===== config.mk =====
export PLATFORM = sky130hd
export DESIGN_NAME = pcm_word_unpacker
export DESIGN_NICKNAME = d
export VERILOG_FILES = /design/src/rtl/pcm_unpack_pkg.sv /design/src/rtl/pcm_slot_pick.sv /design/src/rtl/pcm_msb_align.sv /design/src/rtl/pcm_slot_sched.sv /design/src/rtl/pcm_word_unpacker.sv
export SDC_FILE = /design/constraint.sdc
export NUM_CORES = 1
export LEC_CHECK = 0
export BUFFER_PORTS_ARGS = -buffer_cell sky130_fd_sc_hd__buf_4
export CORE_UTILIZATION = 45
export CTS_CLUSTER_SIZE = 20
export DETAILED_ROUTE_END_ITERATION = 8
export PLACE_DENSITY_LB_ADDON = 0.05
export SLEW_MARGIN = 20
export SYNTH_ARGS = -nofsm -noshare
export SYNTH_HDL_FRONTEND = slang
export SYNTH_SLANG_ARGS = --single-unit

===== constraint.sdc =====
create_clock -name clk -period 8.4 [get_ports clk]
set_input_delay 1.26 -clock clk [delete_from_list [all_inputs] [get_ports clk]]
set_output_delay 1.26 -clock clk [all_outputs]
set_load 0.01 [all_outputs]

===== src/rtl/pcm_unpack_pkg.sv =====
package pcm_unpack_pkg;

  localparam int SLOT_MAX = 8;

  localparam logic [2:0] FMT_BYTES  = 3'd0;
  localparam logic [2:0] FMT_HALVES = 3'd2;
  localparam logic [2:0] FMT_WORDS  = 3'd4;

  typedef enum logic [1:0] {
    LANE_8   = 2'd0,
    LANE_16  = 2'd1,
    LANE_32  = 2'd2,
    LANE_BAD = 2'd3
  } lane_e;

  function automatic lane_e lane_of(input logic [2:0] code);
    case (code)
      FMT_BYTES:  return LANE_8;
      FMT_HALVES: return LANE_16;
      FMT_WORDS:  return LANE_32;
      default:    return LANE_BAD;
    endcase
  endfunction

  function automatic logic [SLOT_MAX-1:0] lane_slots(input lane_e l);
    case (l)
      LANE_8:  return 8'hFF;
      LANE_16: return 8'h0F;
      LANE_32: return 8'h03;
      default: return 8'h00;
    endcase
  endfunction

endpackage


===== src/rtl/pcm_slot_pick.sv =====
module pcm_slot_pick
  import pcm_unpack_pkg::*;
#(
  parameter int WORD_W = 64,
  parameter int IDX_W  = 3,
  localparam int RAW_W = WORD_W / 2
) (
  input  logic [WORD_W-1:0] word,
  input  lane_e             lane,
  input  logic [IDX_W-1:0]  idx,
  output logic [RAW_W-1:0]  raw
);

  logic [RAW_W-1:0] cand [3];

  // one candidate per container width
  for (genvar g = 0; g < 3; g++) begin : g_lane
    localparam int LW = 8 << g;
    localparam int NS = WORD_W / LW;
    localparam int SW = (NS > 1) ? $clog2(NS) : 1;
    logic [SW-1:0] sel;
    assign sel     = idx[SW-1:0];
    assign cand[g] = RAW_W'(word[int'(sel)*LW +: LW]);
  end

  always_comb begin
    case (lane)
      LANE_8:  raw = cand[0];
      LANE_16: raw = cand[1];
      LANE_32: raw = cand[2];
      default: raw = '0;
    endcase
  end

endmodule


===== src/rtl/pcm_msb_align.sv =====
module pcm_msb_align #(
  parameter int RAW_W = 32,
  parameter int OUT_W = 24,
  parameter int POS_W = 5
) (
  input  logic [RAW_W-1:0] raw,
  input  logic [POS_W-1:0] pos,
  output logic [OUT_W-1:0] aligned
);

  localparam int WIDE_W = RAW_W + OUT_W;

  logic [WIDE_W-1:0] wide;
  logic [WIDE_W-1:0] shifted;
  logic [POS_W:0]    shamt;

  // slot bit pos sits at wide bit pos+OUT_W; shift it down to OUT_W-1
  always_comb begin
    wide    = {raw, {OUT_W{1'b0}}};
    shamt   = {1'b0, pos} + 1'b1;
    shifted = wide >> shamt;
    aligned = shifted[OUT_W-1:0];
  end

endmodule


===== src/rtl/pcm_slot_sched.sv =====
module pcm_slot_sched #(
  parameter int N     = 8,
  localparam int IDX_W = $clog2(N)
) (
  input  logic [N-1:0]     pend,
  output logic [IDX_W-1:0] idx,
  output logic             any,
  output logic [N-1:0]     pend_after
);

  // lowest set bit wins
  always_comb begin
    idx = '0;
    for (int i = N - 1; i >= 0; i--) begin
      if (pend[i]) idx = IDX_W'(i);
    end
    any        = |pend;
    pend_after = pend & ~(N'(1) << idx);
  end

endmodule


===== src/rtl/pcm_word_unpacker.sv =====
module pcm_word_unpacker
  import pcm_unpack_pkg::*;
#(
  parameter int WORD_W = 64,
  parameter int OUT_W  = 24,
  parameter int POS_W  = 5,
  parameter int MASK_W = SLOT_MAX
) (
  input  logic              clk,
  input  logic              rst_n,
  input  logic [2:0]        cfg_fmt,
  input  logic [MASK_W-1:0] cfg_mask,
  input  logic [POS_W-1:0]  cfg_msb_pos,
  input  logic              in_valid,
  input  logic [WORD_W-1:0] in_data,
  output logic              in_ready,
  output logic              out_valid,
  input  logic              out_ready,
  output logic [OUT_W-1:0]  out_sample,
  output logic [$clog2(MASK_W)-1:0] out_slot,
  output logic              out_chan,
  output logic              fmt_err
);

  localparam int RAW_W = WORD_W / 2;
  localparam int IDX_W = $clog2(MASK_W);

  // held word state
  logic [WORD_W-1:0] word_q, word_d;
  lane_e             lane_q, lane_d;
  logic [POS_W-1:0]  pos_q,  pos_d;
  logic [MASK_W-1:0] pend_q, pend_d;
  logic              err_q,  err_d;
  logic              load_en;

  logic [IDX_W-1:0]  cur_idx;
  logic              any_pend;
  logic [MASK_W-1:0] pend_after;
  logic [RAW_W-1:0]  cur_raw;
  lane_e             lane_in;
  logic              accept, fire;

  pcm_slot_sched #(.N(MASK_W)) sched_i (
    .pend       (pend_q),
    .idx        (cur_idx),
    .any        (any_pend),
    .pend_after (pend_after)
  );

  pcm_slot_pick #(.WORD_W(WORD_W), .IDX_W(IDX_W)) pick_i (
    .word (word_q),
    .lane (lane_q),
    .idx  (cur_idx),
    .raw  (cur_raw)
  );

  pcm_msb_align #(.RAW_W(RAW_W), .OUT_W(OUT_W), .POS_W(POS_W)) align_i (
    .raw     (cur_raw),
    .pos     (pos_q),
    .aligned (out_sample)
  );

  assign in_ready  = ~any_pend;
  assign out_valid = any_pend;
  assign out_slot  = cur_idx;
  assign out_chan  = cur_idx[0];
  assign fmt_err   = err_q;
  assign accept    = in_valid & in_ready;
  assign fire      = out_valid & out_ready;
  assign lane_in   = lane_of(cfg_fmt);
  assign load_en   = accept;

  // next state
  always_comb begin
    word_d = in_data;
    lane_d = lane_in;
    pos_d  = cfg_msb_pos;
    pend_d = pend_q;
    err_d  = err_q;
    if (accept) begin
      if (lane_in == LANE_BAD) begin
        err_d  = 1'b1;
        pend_d = '0;
      end else begin
        pend_d = cfg_mask & lane_slots(lane_in);
      end
    end else if (fire) begin
      pend_d = pend_after;
    end
  end

  // registers
  always_ff @(posedge clk or negedge rst_n) begin
    if (!rst_n) begin
      pend_q <= '0;
      err_q  <= 1'b0;
    end else begin
      pend_q <= pend_d;
      err_q  <= err_d;
    end
  end

  always_ff @(posedge clk or negedge rst_n) begin
    if (!rst_n) begin
      word_q <= '0;
      lane_q <= LANE_8;
      pos_q  <= '0;
    end else if (load_en) begin
      word_q <= word_d;
      lane_q <= lane_d;
      pos_q  <= pos_d;
    end
  end

endmodule


**Word-level counts from Yosys, hierarchy flattened**

Cells that the tools add are included.

- $add $sub $neg: 1
- Equality and inequality tests: 7
- Shift-type cells: 5
- Mux-type cells: 16
- Bitwise logic cells: 6
- Reduce and logical (&&, ||, !) cells: 6

Operators by type and width:

| operator | number |
|---|---|
| case mux 32 bit (3 select lines) | 1 |
| indexed part select 64 x 7 -> 16 bit | 1 |
| indexed part select 64 x 7 -> 32 bit | 1 |
| indexed part select 64 x 7 -> 8 bit | 1 |
| >> shifter 56 x 6 -> 24 bit | 1 |
| two-way mux 8 bit | 5 |
| two-way mux 3 bit | 8 |
| case mux 8 bit (3 select lines) | 1 |
| bitwise AND 8 bit | 2 |
| inverter 8 bit | 1 |
| OR reduction 8 bit | 1 |
| << shifter 1 x 3 -> 8 bit, first input constant | 1 |
| adder 5 x 1 -> 6 bit, second input constant | 1 |
| equality test 2 bit, second input constant | 3 |
| case mux 2 bit (3 select lines) | 1 |
| equality test 2 x 1 -> 1 bit, second input constant | 2 |
| logical NOT 2 bit | 2 |
| equality test 3 x 2 -> 1 bit, second input constant | 1 |
| equality test 3 bit, second input constant | 1 |
| logical NOT 3 bit | 1 |
| bitwise AND 1 bit | 2 |
| AND reduction 2 bit | 1 |
| nonzero test 2 bit | 1 |
| inverter 1 bit | 1 |

- Bits in registers: 80
- Input port bits: 84
- Output and inout bits: 31
- Logic and storage cells: 46

**Longest topological paths before layout**

- Depth after elaboration: 13
- Mapped depth: 14
- Depth with buffers taken out: 10

**Modules after synthesis**

Synthesis repeated with hierarchy kept, for this count alone.

- Cell total of the unflattened synthesis: 785
- Area, all modules: 6730.2 µm²

By module, submodules not included:

| module | times used | cells an instance | area an instance (µm²) |
|---|---|---|---|
| pcm_word_unpacker | 1 | 348 | 3128.0 |
| pcm_msb_align | 1 | 200 | 1924.3 |
| pcm_slot_pick | 1 | 212 | 1521.5 |
| pcm_slot_sched | 1 | 25 | 156.4 |

**Worst setup path before layout**

OpenSTA, ideal clock, no wires.

- Kind: reg-to-output
- Start point: register pend_q[4]
- End point: output port out_sample[17]
- Data arrival time: 3.130 ns
- Required time: 7.140 ns
- Slack: 4.010 ns
- Stages on the path, launching flop included: 11
- Buffers on the path: 1
- Cells stage by stage: dfrtp_1 -> buf_2 -> or2_4 -> o21ai_4 -> nand2_4 -> a21oi_1 -> a21oi_1 -> or4_4 -> mux4_2 -> mux2_4 -> mux4_2

- Longest elaborated chain between the ends: 8

Ends and longest elaborated chain:

| element | line | source |
|---|---|---|
| from (decl) | pcm_word_unpacker.sv:32 | `logic [MASK_W-1:0] pend_q, pend_d;` |
| from (signal assigned) | pcm_word_unpacker.sv:98 | `pend_q <= pend_d;` |
| two-way mux 3 bit * (5 in a row) | pcm_slot_sched.sv:15 | `if (pend[i]) idx = IDX_W'(i);` |
| indexed part select 64 x 7 -> 32 bit (tied with other cells) | pcm_slot_pick.sv:23 | `assign cand[g] = RAW_W'(word[int'(sel)*LW +: LW]);` |
| case mux 32 bit (3 select lines) * | pcm_slot_pick.sv:27 | `case (lane)` |
| >> shifter 56 x 6 -> 24 bit * | pcm_msb_align.sv:21 | `shifted = wide >> shamt;` |
| to (decl) | pcm_word_unpacker.sv:19 | `output logic [OUT_W-1:0] out_sample,` |

Every way passes the cells marked *; elsewhere a longest branch is shown, timed or not.

**Worst setup path after layout**

- Start point: register pend_q[1]
- End point: output port out_sample[17]

- Longest elaborated chain between the ends: 5

Ends and longest elaborated chain:

| element | line |
|---|---|
| two-way mux 3 bit * (2 in a row) | pcm_slot_sched.sv:15 |
| indexed part select 64 x 7 -> 32 bit (tied with other cells) | pcm_slot_pick.sv:23 |
| case mux 32 bit (3 select lines) * | pcm_slot_pick.sv:27 |
| >> shifter 56 x 6 -> 24 bit * | pcm_msb_align.sv:21 |

Marked as above.

==> impl_metrics.sql <==
INSERT INTO impl_metrics (metric_group, metric, value, unit) VALUES
('setup_path', 'startpoint_kind_of_the_worst_setup_timing_path', 'register', ''),
('floorplan', 'io_pins', '115', ''),
('synth', 'yosysUniqueCellTypes', '79', ''),
('cts', 'cts.repair.resized', '0', ''),
('setup_path', 'cpLargestDelayFamily', 'multiplexers', ''),
('min_path', 'hold_path_depth', '1', ''),
('route', 'drt-pass1-iter-count', '5', ''),
('sta', 'unrepaired_setup_endpoints_after_global_routing', 'no', ''),
('min_path', 'timing.hold.worst.class', 'reg -> reg', ''),
('setup_path', 'critPathKind', 'reg -> out', ''),
('synth', 'ys_warn_count', '0', ''),
('cts', 'cts_tree', 'yes', ''),
('status', 'run_status', 'finished clean', ''),
('layout', 'multiInputGateArea', '4410', 'sq um'),
('cts', 'worst_skew_pair.late_latency', '0.36', 'ns'),
('layout', 'ff_latch_area', '2000', 'sq um'),
('floorplan', 'initial_core_util', '46.2', '%'),
('route', 'wirelength', '25700', 'um'),
('synth', 'post_synth.cell_area_avg', '9.32', 'sq um'),
('synth', 'synth-seq-cells', '80', ''),
('cts', 'clk_pin_slew', '0.07', 'ns'),
('sta', 'worst_hold_margin', '0.474', 'ns'),
('sta', 'max_slew_violation_count', '0', ''),
('route', 'route.antenna.remaining_nets', '0', ''),
('place', 'port_buffers', '114', ''),
('route', 'drcViolationCount', '0', ''),
('sta', 'slew-limit-headroom', '25.4', '%'),
('floorplan', 'core_area', '14600', 'sq um'),
('sta', 'tns', '0', 'ns'),
('min_path', 'hp-start', 'fmt_err', ''),
('setup_path', 'critical-path-max-stage-delay', '0.82', 'ns'),
('cts', 'cts_num_sinks', '80', ''),
('setup_path', 'worstPathCellList', 'inv_1, a21oi_2, nor2_8, inv_2, mux2i_1, o2bb2ai_1, or4_4, mux4_2, mux2_4, mux4_2, buf_4', ''),
('synth', 'syn_area', '6740', 'sq um'),
('setup_path', 'crit-reg2reg-launch', 'pend_q[4]', ''),
('cts', 'cts-root-buf', 'clkbuf_16', ''),
('grt', 'grt_pass1_wl', '38900', 'um'),
('sta', 'timing.final.crit_share', '74.5', '%'),
('flow_run', 'cap_violations', '0', ''),
('layout', 'final_layout_size_suffix_gt1_share', '33.4', '%'),
('route', 'detail_route.wl_per_cell', '26.1', 'um'),
('cts', 'ctsHoldBuffers', '0', ''),
('place', 'dpl.hpwl', '19200', 'um'),
('setup_path', 'crit_path_end_kind', 'primary output', ''),
('synth', 'yosys-top-cells-area', 'dfrtp_1 (30%), mux2_2 (14%), mux4_2 (5.7%)', ''),
('layout', 'layout-area-overhead-vs-synth', '18.0', '%'),
('route', 'routed_via_density', '6.97', ''),
('setup_path', 'worst_r2r_path_depth', '7', ''),
('synth', 'synth_top_area_share', '29.7', '%'),
('setup_path', 'critical_path_buf_inv_count', '3', ''),
('layout', 'fill_cells', '1333', ''),
('sta', 'fmax', '160', 'MHz'),
('sta', 'final-hold-violation-count', '0', ''),
('synth', 'synth_enable_flop_cells', '0', ''),
('layout', 'final_nets', '882', ''),
('cts', 'tritoncts.num_buffers', '9', ''),
('floorplan', 'fp.dieArea', '15500', 'sq um'),
('synth', 'syn_inst', '723', ''),
('synth', 'synth_sequential_area_ratio', '29.7', '%'),
('sta', 'post-route-min-period', '6.26', 'ns'),
('cts', 'post-cts-setup-buffers', '0', ''),
('cts', 'htree_levels', '3', ''),
('setup_path', 'worst-r2r-setup-slack', '5.28', 'ns'),
('setup_path', 'timing.critical_path.mode_cell', 'mux4_2', ''),
('floorplan', 'fp.dieH', '124', 'um'),
('setup_path', 'timing.rr.end', 'pend_q[2]', ''),
('grt', 'grt_max_degree', '75', ''),
('route', 'initialDrtViolationCount', '1078', ''),
('cts', 'clk_path_buf_depth', '2', ''),
('sta', 'worst_pin_slew', '1.09', 'ns'),
('grt', 'global_route.usage.total', '33.0', '%');
-- per-stage QoR --
step,setup WS (ns),cell area (sq um),utilization (%),std cells
floorplan,4.01,6740,-,723
global placement,2.70,7640,52.4,971
detailed placement,2.61,7640,52.4,971
CTS,2.21,7950,54.5,987
global route,1.92,7950,54.5,987
finish,2.14,7950,54.5,987
-- kinds of logic after synthesis --
logic type | after synthesis | share of synthesized area [%]
flops | 80 | 29.7
simple gates | 210 | 16.3
compound gates | 223 | 24.8
mux | 131 | 24.2
buf+inv | 79 | 4.92
-- how the worst max path moves through the flow --
stage                     startpoint             end  slack (ns)  depth (start not counted)
after floorplan            pend_q[4]  out_sample[17]        4.01                         10
after global placement     pend_q[2]  out_sample[17]        2.70                         11
after detailed placement   pend_q[1]  out_sample[17]        2.61                         11
after CTS                  pend_q[1]  out_sample[17]        2.21                         11
after global routing       pend_q[2]  out_sample[17]        1.92                         11
final                      pend_q[1]  out_sample[17]        2.14                         11
-- worst register-to-register path, stage by stage (launching register included) --
cell     delay, ns
dfrtp_1       0.50
nor4_1        0.79
nand3_1       0.20
inv_1         0.14
nand2_2       0.07
buf_4         0.39
nor3_1        0.72
a22o_1        0.25
-- Yosys cell counts, types with 7 or more instances --
cell      instances
nand2_1          50
inv_1            14
mux2_2           81
nor4_1           10
nor2_1           37
a22o_1            9
dfrtp_1          80
o221ai_1         14
nand2b_1          7
a22oi_1          13
nand3_1          27
a21oi_1          29
nand4_1          15
and3_1            8
o31ai_1           7
o21ai_0          32
a211oi_1         10
clkbuf_1         40
o22ai_1           7
a31oi_1           9
o211ai_1          9
a32oi_1          11
mux2i_1          32
nor3_1           21
buf_2            13
mux4_2           17
a21o_1            7
-- registers in the layout (all words and copies together), names as in the netlist --
signal / flops
fmt_err: 1
pos_q: 5
pend_q: 8
lane_q: 2
word_q: 64
-- metal layers --
| metal | GRT usage [%] | routed length [um] |
|---|---|---|
| met1 | 47.0 | 11200 |
| met2 | 47.5 | 10900 |
| met3 | 7.73 | 2630 |
| met4 | 13.9 | 968 |
| met5 | 0 | 0 |
-- area by class of cell --
cell class              instances  area share, %
clock buffers                  10           3.01
flip-flops and latches         80           25.2
inverters                      20          0.944
multi-input cells             564           55.4
well taps                     184           2.89
repair buffers                123           11.6
clock inverters                 6          0.928
-- placed cells by master (no fill, tap or decap), types with 4 or more instances in the layout --
master,Yosys,layout
nand4_1,15,15
nor4_1,10,10
nor3_1,21,21
dfrtp_1,80,80
a22oi_1,13,13
a21oi_1,29,29
a31oi_1,9,9
o22ai_1,7,7
o221ai_1,14,14
a22o_1,9,9
inv_1,14,14
o22a_1,5,5
and4_1,5,5
mux4_2,17,17
nor2_1,37,37
a2111oi_0,6,6
a21o_1,7,7
o31ai_1,7,7
a221oi_1,5,5
a32oi_1,11,11
o211ai_1,9,9
clkbuf_16,0,9
mux2i_1,32,32
mux2_2,81,81
a211o_1,4,4
nand2_1,50,49
o32ai_1,5,5
o21ai_0,32,32
nand3_1,27,27
and3_1,8,8
nand2b_1,7,7
a211oi_1,10,10
buf_4,1,123
or2_2,5,5
o221a_2,5,5
Power is not shown: default switching activity piles up to over one toggle a cycle in this logic, so the estimate is an artifact.
